===== src/rtl/intc_pkg.sv =====
package intc_pkg;
  localparam int REG_CURPRI = 0;
  localparam int REG_ACK    = 1;
  localparam int REG_EOI    = 2;
  localparam int REG_SWREQ  = 3;
  localparam int REG_STATUS = 4;
endpackage


===== src/rtl/intc_arbiter.sv =====
module intc_arbiter #(
  parameter int NUM_SRC = 24,
  parameter int PRIO_W  = 4,
  localparam int VEC_W  = $clog2(NUM_SRC)
) (
  input  logic                           clk,
  input  logic                           rst,
  input  logic [NUM_SRC-1:0]             pend,
  input  logic [NUM_SRC-1:0][PRIO_W-1:0] prio,
  output logic [VEC_W-1:0]               win_idx,
  output logic [PRIO_W-1:0]              win_pri,
  output logic                           win_valid
);
  // Strictly-greater update keeps the lowest index on ties; priority 0 never wins.
  always_comb begin
    win_pri = '0;
    win_idx = '0;
    for (int i = 0; i < NUM_SRC; i++) begin
      if (pend[i] && (prio[i] > win_pri)) begin
        win_pri = prio[i];
        win_idx = VEC_W'(i);
      end
    end
  end

  assign win_valid = (win_pri != '0);

  // the reported winner is a pending source carrying the reported priority
  a_r4_winner_pending: assert property (@(posedge clk) disable iff (rst)
    win_valid |-> (pend[win_idx] && (prio[win_idx] == win_pri)));
endmodule


===== src/rtl/intc_prio_stack.sv =====
module intc_prio_stack #(
  parameter int W     = 4,
  parameter int DEPTH = 16,
  localparam int IDX_W = $clog2(DEPTH),
  localparam int SP_W  = $clog2(DEPTH + 1)
) (
  input  logic         clk,
  input  logic         rst,
  input  logic         push,
  input  logic         pop,
  input  logic [W-1:0] push_data,
  output logic [W-1:0] top_data,
  output logic         empty,
  output logic         full
);
  logic [W-1:0]     mem [DEPTH];
  logic [SP_W-1:0]  sp;
  logic [IDX_W-1:0] wr_idx;
  logic [IDX_W-1:0] top_idx;

  assign wr_idx  = IDX_W'(sp);
  assign top_idx = IDX_W'(sp - 1'b1);
  assign empty   = (sp == '0);
  assign full    = (sp == SP_W'(DEPTH));

  // storage without reset so it maps onto RAM
  always_ff @(posedge clk) begin
    if (push && !full) mem[wr_idx] <= push_data;
  end

  assign top_data = mem[top_idx];

  always_ff @(posedge clk) begin
    if (rst)                sp <= '0;
    else if (push && !full) sp <= sp + 1'b1;
    else if (pop && !empty) sp <= sp - 1'b1;
  end

  a_r8_sp_bound: assert property (@(posedge clk) disable iff (rst)
    sp <= SP_W'(DEPTH));
  a_r5_pop_depth: assert property (@(posedge clk) disable iff (rst)
    (pop && !push && !empty) |=> (sp == $past(sp) - 1'b1));
endmodule


===== src/rtl/intc_sw_req.sv =====
module intc_sw_req #(
  parameter int NUM_SW = 8
) (
  input  logic              clk,
  input  logic              rst,
  input  logic [NUM_SW-1:0] set_mask,
  input  logic [NUM_SW-1:0] clr_mask,
  input  logic [NUM_SW-1:0] ack_clr,
  output logic [NUM_SW-1:0] pend
);
  always_ff @(posedge clk) begin
    if (rst) pend <= '0;
    else     pend <= (pend | set_mask) & ~clr_mask & ~ack_clr;
  end

  // an explicit clear always leaves the bit cleared
  a_r7_clear_wins: assert property (@(posedge clk) disable iff (rst)
    (|clr_mask) |=> ((pend & $past(clr_mask)) == '0));
  // a pending bit only drops through clear or acknowledge
  a_r7_hold: assert property (@(posedge clk) disable iff (rst)
    ((pend[0]) && !clr_mask[0] && !ack_clr[0]) |=> pend[0]);
endmodule


===== src/rtl/prio_intc.sv =====
module prio_intc
  import intc_pkg::*;
#(
  parameter int NUM_PERIPH  = 16,
  parameter int NUM_SW      = 8,
  parameter int PRIO_W      = 4,
  parameter int STACK_DEPTH = 16,
  parameter int ADDR_W      = 6,
  parameter int DATA_W      = 16,
  parameter int PRIO_BASE   = 32
) (
  input  logic                  clk,
  input  logic                  rst,
  input  logic [NUM_PERIPH-1:0] irq_src,
  input  logic                  bus_en,
  input  logic                  bus_we,
  input  logic [ADDR_W-1:0]     bus_addr,
  input  logic [DATA_W-1:0]     bus_wdata,
  output logic [DATA_W-1:0]     bus_rdata,
  output logic                  irq_out
);
  localparam int NUM_SRC = NUM_SW + NUM_PERIPH;
  localparam int VEC_W   = $clog2(NUM_SRC);

  logic                           rd, wr;
  logic                           ack_rd, ack_take, eoi_wr, cur_wr, sw_wr, st_wr;
  logic                           eligible;
  logic [PRIO_W-1:0]              cur_pri;
  logic [NUM_SRC-1:0][PRIO_W-1:0] prio_q;
  logic [NUM_SW-1:0]              sw_pend, sw_set, sw_clr, sw_ack;
  logic [NUM_SRC-1:0]             pend_all;
  logic [VEC_W-1:0]               win_idx;
  logic [PRIO_W-1:0]              win_pri;
  logic                           win_valid;
  logic [PRIO_W-1:0]              stack_top;
  logic                           stk_empty, stk_full, push, pop;
  logic                           und_q, ovf_q;
  logic [DATA_W-1:0]              rd_mux;

  // ---- bus decode ----
  assign rd       = bus_en && !bus_we;
  assign wr       = bus_en && bus_we;
  assign ack_rd   = rd && (bus_addr == ADDR_W'(REG_ACK));
  assign eoi_wr   = wr && (bus_addr == ADDR_W'(REG_EOI));
  assign cur_wr   = wr && (bus_addr == ADDR_W'(REG_CURPRI));
  assign sw_wr    = wr && (bus_addr == ADDR_W'(REG_SWREQ));
  assign st_wr    = wr && (bus_addr == ADDR_W'(REG_STATUS));

  // ---- priority registers ----
  always_ff @(posedge clk) begin
    if (rst) begin
      prio_q <= '0;
    end else if (wr) begin
      for (int i = 0; i < NUM_SRC; i++) begin
        if (bus_addr == ADDR_W'(PRIO_BASE + i)) prio_q[i] <= bus_wdata[PRIO_W-1:0];
      end
    end
  end

  // ---- software request sources ----
  assign sw_set = sw_wr ? bus_wdata[NUM_SW-1:0] : '0;
  assign sw_clr = sw_wr ? bus_wdata[2*NUM_SW-1:NUM_SW] : '0;

  generate
    for (genvar g = 0; g < NUM_SW; g++) begin : g_swack
      assign sw_ack[g] = ack_take && (win_idx == VEC_W'(g));
    end
  endgenerate

  intc_sw_req #(.NUM_SW(NUM_SW)) i_sw (
    .clk(clk), .rst(rst), .set_mask(sw_set), .clr_mask(sw_clr),
    .ack_clr(sw_ack), .pend(sw_pend)
  );

  // software sources occupy the lowest vectors
  assign pend_all = {irq_src, sw_pend};

  // ---- arbitration ----
  intc_arbiter #(.NUM_SRC(NUM_SRC), .PRIO_W(PRIO_W)) i_arb (
    .clk(clk), .rst(rst), .pend(pend_all), .prio(prio_q),
    .win_idx(win_idx), .win_pri(win_pri), .win_valid(win_valid)
  );

  assign eligible = win_valid && (win_pri > cur_pri);
  assign ack_take = ack_rd && eligible;

  // ---- priority stack ----
  assign push = ack_take;
  assign pop  = eoi_wr && !stk_empty;

  intc_prio_stack #(.W(PRIO_W), .DEPTH(STACK_DEPTH)) i_stack (
    .clk(clk), .rst(rst), .push(push), .pop(pop), .push_data(cur_pri),
    .top_data(stack_top), .empty(stk_empty), .full(stk_full)
  );

  // ---- current level ----
  always_ff @(posedge clk) begin
    if (rst)           cur_pri <= '0;
    else if (ack_take) cur_pri <= win_pri;
    else if (pop)      cur_pri <= stack_top;
    else if (cur_wr)   cur_pri <= bus_wdata[PRIO_W-1:0];
  end

  // ---- sticky status ----
  always_ff @(posedge clk) begin
    if (rst) begin
      und_q <= 1'b0;
      ovf_q <= 1'b0;
    end else begin
      if (eoi_wr && stk_empty)         und_q <= 1'b1;
      else if (st_wr && bus_wdata[0])  und_q <= 1'b0;
      if (ack_take && stk_full)        ovf_q <= 1'b1;
      else if (st_wr && bus_wdata[1])  ovf_q <= 1'b0;
    end
  end

  // ---- read path ----
  always_comb begin
    rd_mux = '0;
    if (bus_addr == ADDR_W'(REG_CURPRI))      rd_mux = DATA_W'(cur_pri);
    else if (bus_addr == ADDR_W'(REG_ACK))    rd_mux = eligible ? DATA_W'(win_idx) : '1;
    else if (bus_addr == ADDR_W'(REG_SWREQ))  rd_mux = DATA_W'(sw_pend);
    else if (bus_addr == ADDR_W'(REG_STATUS)) rd_mux = DATA_W'({ovf_q, und_q});
    else begin
      for (int i = 0; i < NUM_SRC; i++) begin
        if (bus_addr == ADDR_W'(PRIO_BASE + i)) rd_mux = DATA_W'(prio_q[i]);
      end
    end
  end

  always_ff @(posedge clk) begin
    if (rst) begin
      bus_rdata <= '0;
      irq_out   <= 1'b0;
    end else begin
      if (rd) bus_rdata <= rd_mux;
      irq_out <= eligible;
    end
  end

  // ---- assertions ----
  a_r2_ack_loads: assert property (@(posedge clk) disable iff (rst)
    ack_take |=> (cur_pri == $past(win_pri)));
  a_r5_eoi_restores: assert property (@(posedge clk) disable iff (rst)
    pop |=> (cur_pri == $past(stack_top)));
  a_r3_irq_needs_request: assert property (@(posedge clk) disable iff (rst)
    irq_out |-> $past(win_valid));
  a_r8_under_sticky: assert property (@(posedge clk) disable iff (rst)
    (und_q && !(st_wr && bus_wdata[0])) |=> und_q);
  a_r9_spurious_quiet: assert property (@(posedge clk) disable iff (rst)
    (ack_rd && !eligible) |=> ($stable(cur_pri) && (bus_rdata == '1)));
endmodule


===== config.mk =====
export PLATFORM = sky130hd
export DESIGN_NAME = prio_intc
export DESIGN_NICKNAME = d
export VERILOG_FILES = /design/src/rtl/intc_pkg.sv /design/src/rtl/intc_arbiter.sv /design/src/rtl/intc_prio_stack.sv /design/src/rtl/intc_sw_req.sv /design/src/rtl/prio_intc.sv
export SDC_FILE = /design/constraint.sdc
export NUM_CORES = 1
export LEC_CHECK = 0
export ABC_AREA = 1
export BUFFER_PORTS_ARGS = -buffer_cell sky130_fd_sc_hd__clkbuf_2
export CAP_MARGIN = 40
export CORE_MARGIN = 10
export CORE_UTILIZATION = 60
export DETAILED_ROUTE_END_ITERATION = 16
export GPL_TIMING_DRIVEN = 0
export PLACE_DENSITY = 0.86
export SLEW_MARGIN = 20
export SYNTH_ARGS = -nofsm -noshare
export SYNTH_HDL_FRONTEND = slang
export SYNTH_HIERARCHICAL = 1
export SYNTH_SLANG_ARGS = --single-unit

===== constraint.sdc =====
create_clock -name clk -period 62.4 [get_ports clk]
set_clock_uncertainty 0.2 [all_clocks]
set_input_delay 9.36 -clock clk [delete_from_list [all_inputs] [get_ports clk]]
set_output_delay 9.36 -clock clk [all_outputs]
set_load 0.05 [all_outputs]

==> results.py, run 1 <==
metrics = {
    "synth": {
        "dominantRegCellSynth": "sky130_fd_sc_hd__dfxtp_1",
        "synth_commonest_cells": "394 x sky130_fd_sc_hd__nand2_1, 269 x sky130_fd_sc_hd__inv_1, 169 x sky130_fd_sc_hd__o21ai_0, 164 x sky130_fd_sc_hd__nand3_1, 159 x sky130_fd_sc_hd__nor2_1",
        "number_of_enable_type_register_cells_in_the_synthesized_netlist": 64,
        "synth.most_common_cell": "sky130_fd_sc_hd__nand2_1",
        "ys.warnings.count": 6,
        "synth_area_per_cell_sq_um": 7.07,
        "mappedNetlistNets": 2093,
        "synth_unique_cells": 49,
        "yosys-top-cells-area": "sky130_fd_sc_hd__dfxtp_1 18%, sky130_fd_sc_hd__edfxtp_1 14%, sky130_fd_sc_hd__nand2_1 11%",
        "synth_largest_type_area_fraction_pct": 17.9,
        "synth.yosys.seq_area_share_pct": 31.7,
        "synth_async_sr_flop_share_pct": 0,
        "mappedNetlistArea_sq_mm": 0.0139,
        "ys_ff_latch": 189,
        "synth_cells": 1972,
        "synth_top_cell_by_area": "sky130_fd_sc_hd__dfxtp_1",
    },
    "die": {
        "floorplan.die_area_sq_mm": 0.0297,
        "start_util_pct": 61.2,
        "rows": 55,
        "boundaryPins": 59,
        "die_w_um": 172,
        "die-height_um": 172,
        "design.core.area_sq_mm": 0.0228,
    },
    "drt": {
        "post_drt_wl_per_cell_um": 16.1,
        "ant_nets": 0,
        "postRouteWirelength_um": 38200,
        "iter_0_drt_violations": 1418,
        "detailroute.via_count": 13500,
        "drt_pass1_iterations": 6,
        "routed_via_density": 5.68,
        "drcViolationCount": 0,
    },
    "min_path": {
        "holdPathStages": 2,
        "hold_crit_path_type": "flip-flop to flip-flop",
    },
    "global_route": {
        "grt.total_usage_pct": 25.8,
        "grt_pass1_wl_um": 62400,
        "antenna_violations_before_repair": 0,
        "grt_pass1_vias": 12900,
        "largest_net_degree_at_the_start_of_global_routing": 21,
        "grt.overflow.total": 0,
    },
    "clocking": {
        "root_buffer": "sky130_fd_sc_hd__clkbuf_16",
        "cts.path.max_buffers": 2,
        "clk_latency_ns": 0.44,
        "numCtsBuffers": 17,
        "cts_setup_buffers": 0,
        "post_cts_resize_count": 0,
        "hold_buffers": 0,
        "path_clk_slew_ns": 0.07,
        "clock_tree_from_tritoncts": "built",
        "clock_tree.htree_level_count": 4,
        "clock_sinks": 189,
    },
    "setup_path": {
        "path_max_fanout": 10,
        "cp_common_cell": "sky130_fd_sc_hd__nand2_2",
        "rr_startpoint": "prio_q[0]$_SDFFE_PP0P_",
        "crit_end": "i_stack/mem[8][1]$_DFFE_PP_",
        "cell_type_of_the_slowest_stage_on_the_worst_timing_path": "sky130_fd_sc_hd__nor3_1",
        "timing.critical_path.from_type": "input pin",
        "setup.reg_to_reg.worst_slack_ns": 33.46,
        "crit_type": "input pin to flip-flop",
        "r2r_cells": 206,
        "critPathLaunch": "irq_src[0]",
        "crit_path_max_incr_delay_ns": 0.59,
        "critical_path_arrival_ns": 28.92,
        "crit-reg2reg-capture": "i_stack/mem[8][1]$_DFFE_PP_",
        "critical_path.endpoint_type": "flip-flop",
        "cp_data_required_time_ns": 62.28,
    },
    "placement": {
        "dp_hpwl_um": 29100,
        "globalplace.congestion": 0.958,
        "io_buffer_count": 58,
        "pre_cts_ws_ns": 33.19,
        "dp.cells": 2343,
    },
    "final_layout": {
        "num_antenna_cells": 0,
        "fin_cells": 2375,
        "nNetsFinal": 2170,
        "count_of_fill_cells_added_during_filler_insertion": 1919,
        "drive_above_1_share_pct": 16.7,
        "area.growth.synth_to_final_pct": 9.23,
    },
    "timing": {
        "fin_crit_sh_pct": 46.5,
        "period_needed_ns": 29.04,
        "tns_ns": 0,
        "finalWorstSetupSlack_ns": 33.36,
        "tightestPinTransition_ns": 0.943,
        "hold_viol_final": 0,
        "timing_max_transition_violations_final": 0,
        "maxClockFrequency_ghz": 0.0344,
        "setup_viol_count_final": 0,
        "unrepaired_setup_endpoints_after_global_routing": "no",
        "holdWs_ns": 0.271,
        "maxSlewHeadroom_pct": 37.1,
    },
    "flow_run": {
        "drv.max_cap_violation_count": 0,
    },
    "outcome": {
        "run_status": "finished, final reports clean",
    },
}
## cells by family (layout without fill, tap and decap cells)
| family | after synthesis | in the layout | synth area share [%] |
|---|---|---|---|
| buffers and inverters | 345 | 435 | 10.1 |
| and+or+nand+nor | 981 | 981 | 36.2 |
| AOI/OAI and AO/OA | 377 | 377 | 14.8 |
| xor gates and xnor gates | 1 | 1 | 0.0628 |
| DFF | 189 | 189 | 31.7 |
| adders and majority gates | 79 | 79 | 7.09 |
## metal layers
layer / vias to the layer above / wire length, um / global-route usage (%)
met2: 631 / 18000 / 43.7
met1: 6113 / 15600 / 32.4
met5: - / 0 / 0
met4: 0 / 1180 / 9.52
met3: 106 / 3470 / 4.17
li1: 6641 / - / -
## stage by stage
step | area (sq um) | utilization [%]
floorplan | 13900 | -
global placement | 14600 | 64.2
detailed placement | 14600 | 64.2
CTS | 15200 | 66.9
global route | 15200 | 66.9
finish | 15200 | 66.9
## layout by cell type (no fill, tap or decap), types with 5 or more instances in the layout
cell type and n:
sky130_fd_sc_hd__a21oi_1 130, sky130_fd_sc_hd__a31oi_1 5, sky130_fd_sc_hd__buf_4 9, sky130_fd_sc_hd__buf_6 9, sky130_fd_sc_hd__clkbuf_1 29, sky130_fd_sc_hd__clkbuf_16 17, sky130_fd_sc_hd__clkbuf_2 58, sky130_fd_sc_hd__dfxtp_1 125
sky130_fd_sc_hd__edfxtp_1 64, sky130_fd_sc_hd__ha_1 79, sky130_fd_sc_hd__inv_1 269, sky130_fd_sc_hd__inv_2 19, sky130_fd_sc_hd__inv_6 5, sky130_fd_sc_hd__nand2_1 394, sky130_fd_sc_hd__nand2_2 57, sky130_fd_sc_hd__nand2_4 28
sky130_fd_sc_hd__nand3_1 164, sky130_fd_sc_hd__nand3_2 42, sky130_fd_sc_hd__nand4_1 39, sky130_fd_sc_hd__nor2_1 159, sky130_fd_sc_hd__nor2_2 41, sky130_fd_sc_hd__nor2_4 27, sky130_fd_sc_hd__nor3_1 14, sky130_fd_sc_hd__o211ai_1 6
sky130_fd_sc_hd__o21ai_0 169, sky130_fd_sc_hd__o21ai_1 16, sky130_fd_sc_hd__o21bai_1 35, sky130_fd_sc_hd__o21bai_2 5
## final cells by class
class	count	area, sq um	area share, %
multi-input cells	1438	8120	53.3
clock buffers	17	425	2.79
flip-flops and latches	189	4420	29.0
well taps	313	392	2.57
plain buffers	54	308	2.02
inverters	291	1090	7.19
clock inverters	15	180	1.18
repair buffers	58	290	1.91
## how the worst min path moves through the flow
stage                                   start                   endpoint  slack (ns)
floorplan                  und_q$_SDFFE_PP0P_         und_q$_SDFFE_PP0P_        0.24
global placement    bus_rdata[5]$_SDFFE_PP0P_  bus_rdata[5]$_SDFFE_PP0P_        0.26
detailed placement  bus_rdata[5]$_SDFFE_PP0P_  bus_rdata[5]$_SDFFE_PP0P_        0.26
CTS                 bus_rdata[5]$_SDFFE_PP0P_  bus_rdata[5]$_SDFFE_PP0P_        0.27
global route        bus_rdata[0]$_SDFFE_PP0P_  bus_rdata[0]$_SDFFE_PP0P_        0.30
finish              bus_rdata[0]$_SDFFE_PP0P_  bus_rdata[0]$_SDFFE_PP0P_        0.27
## flip-flops by register name, summed over array words and instances, names as in the netlist
register,cells
ovf_q,1
i_stack/sp,5
i_stack/mem,64
i_sw/pend,8
bus_rdata,9
und_q,1
cur_pri,4
prio_q,96
irq_out,1
## worst max-delay path: cells and delay by family
kind | cells | cell delay [ns]
buffers and inverters | 30 | 2.49
adders and majority gates | 16 | 5.11
and+or+nand+nor | 70 | 7.79
AOI/OAI and AO/OA | 30 | 4.18
Power of run 1 is not shown: default switching activity piles up to over one toggle a cycle in this logic, so the estimate is an artifact.
==> run 2, diff against run 1 <==
--- a/config.mk
+++ b/config.mk
@@ -5,7 +5,7 @@
 export SDC_FILE = /design/constraint.sdc
 export NUM_CORES = 1
 export LEC_CHECK = 0
-export ABC_AREA = 1
+export ABC_AREA = 0
 export BUFFER_PORTS_ARGS = -buffer_cell sky130_fd_sc_hd__clkbuf_2
 export CAP_MARGIN = 40
 export CORE_MARGIN = 10
==> constraint.sdc (replaced) <==
create_clock -name clk -period 28.3 [get_ports clk]
set_clock_uncertainty 0.2 [all_clocks]
set_input_delay 4.245 -clock clk [delete_from_list [all_inputs] [get_ports clk]]
set_output_delay 4.245 -clock clk [all_outputs]
set_load 0.05 [all_outputs]
==> results.py, run 2 <==
metrics = {
    "synth": {
        "number_of_enable_type_register_cells_in_the_synthesized_netlist": 64,
        "mappedNetlistArea_sq_mm": 0.0146,
        "synth.yosys.seq_area_share_pct": 30.3,
        "synth_async_sr_flop_share_pct": 0,
        "ys.warnings.count": 6,
        "ys_ff_latch": 189,
        "synth_largest_type_area_fraction_pct": 17.1,
        "synth_area_per_cell_sq_um": 8.13,
        "yosys-top-cells-area": "sky130_fd_sc_hd__dfxtp_1 17%, sky130_fd_sc_hd__edfxtp_1 13%, sky130_fd_sc_hd__ha_1 6.8%",
        "synth.most_common_cell": "sky130_fd_sc_hd__nand2_1",
        "dominantRegCellSynth": "sky130_fd_sc_hd__dfxtp_1",
        "synth_unique_cells": 106,
        "synth_commonest_cells": "228 x sky130_fd_sc_hd__nand2_1, 174 x sky130_fd_sc_hd__a21oi_1, 143 x sky130_fd_sc_hd__nor2_1, 126 x sky130_fd_sc_hd__o21ai_0, 125 x sky130_fd_sc_hd__dfxtp_1",
        "synth_top_cell_by_area": "sky130_fd_sc_hd__dfxtp_1",
        "synth_cells": 1797,
        "mappedNetlistNets": 1918,
    },
    "final_layout": {
        "top_regs": "prio_q (96), i_stack/mem (64), bus_rdata (9)",
        "layout.cells.most_common": "sky130_fd_sc_hd__nand2_1",
        "top_register": "prio_q",
        "final_cell_mix": "206 x sky130_fd_sc_hd__nand2_1, 195 x sky130_fd_sc_hd__buf_4, 144 x sky130_fd_sc_hd__a21oi_1",
        "largest_register_ffs": 96,
        "post-route-cell-area_sq_mm": 0.0198,
        "drive_above_1_share_pct": 34.5,
        "num_antenna_cells": 0,
        "nNetsFinal": 2195,
        "area.growth.synth_to_final_pct": 35.2,
    },
    "timing": {
        "setup_viol_count_final": 92,
        "timing_max_transition_violations_final": 0,
        "maxSlewHeadroom_pct": 35.6,
        "maxClockFrequency_ghz": 0.0266,
        "unrepaired_setup_endpoints_after_global_routing": "yes",
        "holdWs_ns": 0.286,
        "hold_viol_final": 0,
        "period_needed_ns": 37.60,
        "tightestPinTransition_ns": 0.958,
        "fin_crit_sh_pct": 133,
        "tns_ns": -836.77,
        "finalWorstSetupSlack_ns": -9.30,
    },
    "clocking": {
        "numCtsBuffers": 17,
        "path_clk_slew_ns": 0.08,
        "clock_tree_from_tritoncts": "built",
        "clk_latency_ns": 0.46,
        "clock_sinks": 189,
        "cts.path.max_buffers": 2,
        "clock_tree.htree_level_count": 4,
        "root_buffer": "sky130_fd_sc_hd__clkbuf_16",
        "hold_buffers": 0,
    },
    "setup_path": {
        "crit_path_max_incr_delay_ns": 0.63,
        "critical_path.endpoint_type": "flip-flop",
        "cell_type_of_the_slowest_stage_on_the_worst_timing_path": "sky130_fd_sc_hd__a21oi_1",
        "rr_startpoint": "i_sw/pend[0]$_SDFF_PP0_",
        "crit_type": "flip-flop to flip-flop",
        "critical_path_arrival_ns": 37.75,
        "critical-path-top-delay-family": "compound AO/OA/AOI/OAI gates",
        "setup.reg_to_reg.worst_slack_ns": -9.30,
        "path_max_fanout": 8,
        "timing.critical_path.from_type": "flip-flop",
        "cp_data_required_time_ns": 28.45,
        "crit-reg2reg-capture": "i_stack/sp[3]$_SDFFE_PP0P_",
        "cp_common_cell": "sky130_fd_sc_hd__ha_4",
        "critical_path_buf_inv_count": 21,
        "r2r_cells": 196,
    },
    "drt": {
        "drt_pass1_iterations": 8,
        "drcViolationCount": 0,
        "post_drt_wl_per_cell_um": 25.6,
        "iter_0_drt_violations": 2899,
        "detailroute.via_count": 17100,
        "postRouteWirelength_um": 61800,
        "ant_nets": 0,
        "routed_via_density": 7.11,
    },
    "outcome": {
        "failed_checks": "negative setup slack",
        "run_status": "finished with violations",
    },
    "placement": {
        "io_buffer_count": 49,
        "globalplace.congestion": 1.00,
        "post_dp_cell_area_sq_mm": 0.0162,
        "dp_hpwl_um": 36200,
    },
    "power": {
        "total_leakage_power_nw": 7.29,
        "pwr_density_cell_mw_per_mm2": 43.1,
        "design_power_total_uw": 851,
        "vdd_ir_drop_max_uv": 58.0,
    },
    "die": {
        "floorplan.die_area_sq_mm": 0.0310,
        "boundaryPins": 59,
        "start_util_pct": 60.5,
        "design.core.area_sq_mm": 0.0242,
        "die-height_um": 176,
        "die_w_um": 176,
        "rows": 57,
    },
    "min_path": {
        "min_from": "bus_rdata[6]$_SDFFE_PP0P_",
        "timing.hold.worst_endpoint": "bus_rdata[6]$_SDFFE_PP0P_",
        "holdPathStages": 2,
        "hold_crit_path_type": "flip-flop to flip-flop",
    },
    "flow_run": {
        "drv.max_cap_violation_count": 0,
    },
    "global_route": {
        "grt.overflow.total": 0,
        "grt.total_usage_pct": 33.9,
        "grt_pass1_wl_um": 85100,
        "largest_net_degree_at_the_start_of_global_routing": 23,
        "antenna_violations_before_repair": 1,
        "grt_pass1_vias": 15600,
    },
}
-- run 2: cell count changes in the layout (fill, tap and decap cells not counted), moves of 31 or more --
cell | before | now
sky130_fd_sc_hd__ha_1 | 79 | 37
sky130_fd_sc_hd__mux2i_1 | 0 | 46
sky130_fd_sc_hd__nand2_2 | 57 | 11
sky130_fd_sc_hd__o21bai_1 | 35 | 3
sky130_fd_sc_hd__clkbuf_1 | 29 | 60
sky130_fd_sc_hd__o21ai_0 | 169 | 95
sky130_fd_sc_hd__nor2_1 | 159 | 106
sky130_fd_sc_hd__inv_1 | 269 | 79
sky130_fd_sc_hd__ha_4 | 0 | 39
sky130_fd_sc_hd__nand3_1 | 164 | 63
sky130_fd_sc_hd__nand3_2 | 42 | 6
sky130_fd_sc_hd__nand2_1 | 394 | 206
sky130_fd_sc_hd__buf_4 | 9 | 195
-- run 2: layer usage --
layer | wire [um] | vias to the layer above | share of wire, % | GRT usage [%]
met3 | 7540 | 453 | 12 | 6.75
met5 | 13 | - | 0.021 | 0
met1 | 21400 | 7965 | 35 | 41.2
met2 | 28400 | 1530 | 46 | 56.4
li1 | - | 7184 | - | -
met4 | 4480 | 2 | 7.2 | 16.2
-- run 2: cell families after synthesis --
group / after synthesis / share of synthesized area (%)
and+or+nand+nor: 664 / 22.7
xor gates and xnor gates: 12 / 0.771
AOI/OAI and AO/OA: 535 / 24.2
DFF: 189 / 30.3
adders and majority gates: 84 / 7.11
buffers and inverters: 203 / 5.81
muxes: 110 / 9.16
-- run 2: what timing repair did --
action | in CTS | in global routing
endpoints found under the hold margin | 0 | 0
setup buffers | 156 | 62
pin swaps | 159 | 148
setup endpoints to repair | 92 | 92
cloned | 1 | 0
gates resized for setup | 146 | 139
-- run 2: where the power goes --
group          switching (mW)  internal, mW  leakage, nW
Combinational           0.194         0.124         5.35
Clock                   0.130         0.122        0.300
Sequential            0.00125         0.279         1.64
Total                   0.326         0.525         7.29
-- run 2: tightest hold or removal path, delay by kind of cell (launching register included) --
| kind | cells | cell delay, ns |
|---|---|---|
| flops | 1 | 0.32 |
| simple gates | 1 | 0.06 |
| compound gates | 1 | 0.06 |
-- run 2: cell type report --
cell class                      instances  area (sq um)
Inverter                              103           417
Fill cell                            1375          4420
Buffer                                 98           487
Multi-Input combinational cell       1405         11500
Timing Repair Buffer                  260          1930
Clock buffer                           17           425
Clock inverter                         15           196
Sequential cell                       189          4430
Tap cell                              324           405
-- run 2: through the flow --
| step | utilization (%) | std cells | setup WS [ns] |
|---|---|---|---|
| after floorplan | - | 1797 | -6.05 |
| after global placement | 66.9 | 2170 | -9.23 |
| after detailed placement | 67.0 | 2171 | -10.35 |
| after CTS | 77.6 | 2356 | -7.15 |
| after global routing | 81.7 | 2411 | -10.42 |
| final | 81.7 | 2411 | -9.30 |
-- run 2: worst max-delay path by stage --
| stage | start | to | slack [ns] | depth (start not counted) |
|---|---|---|---|---|
| finish | i_sw/pend[0]$_SDFF_PP0_ | i_stack/sp[3]$_SDFFE_PP0P_ | -9.30 | 196 |
| global route | i_sw/pend[0]$_SDFF_PP0_ | i_stack/sp[3]$_SDFFE_PP0P_ | -10.42 | 201 |
| CTS | i_sw/pend[0]$_SDFF_PP0_ | i_stack/sp[0]$_SDFFE_PP0P_ | -7.15 | 200 |
| detailed placement | prio_q[2]$_SDFFE_PP0P_ | i_stack/mem[11][2]$_DFFE_PP_ | -10.35 | 196 |
| global placement | prio_q[2]$_SDFFE_PP0P_ | i_stack/mem[11][0]$_DFFE_PP_ | -9.23 | 198 |
| floorplan | i_sw/pend[0]$_SDFF_PP0_ | i_stack/sp[3]$_SDFFE_PP0P_ | -6.05 | 195 |
(Power assumes the default switching activity.)
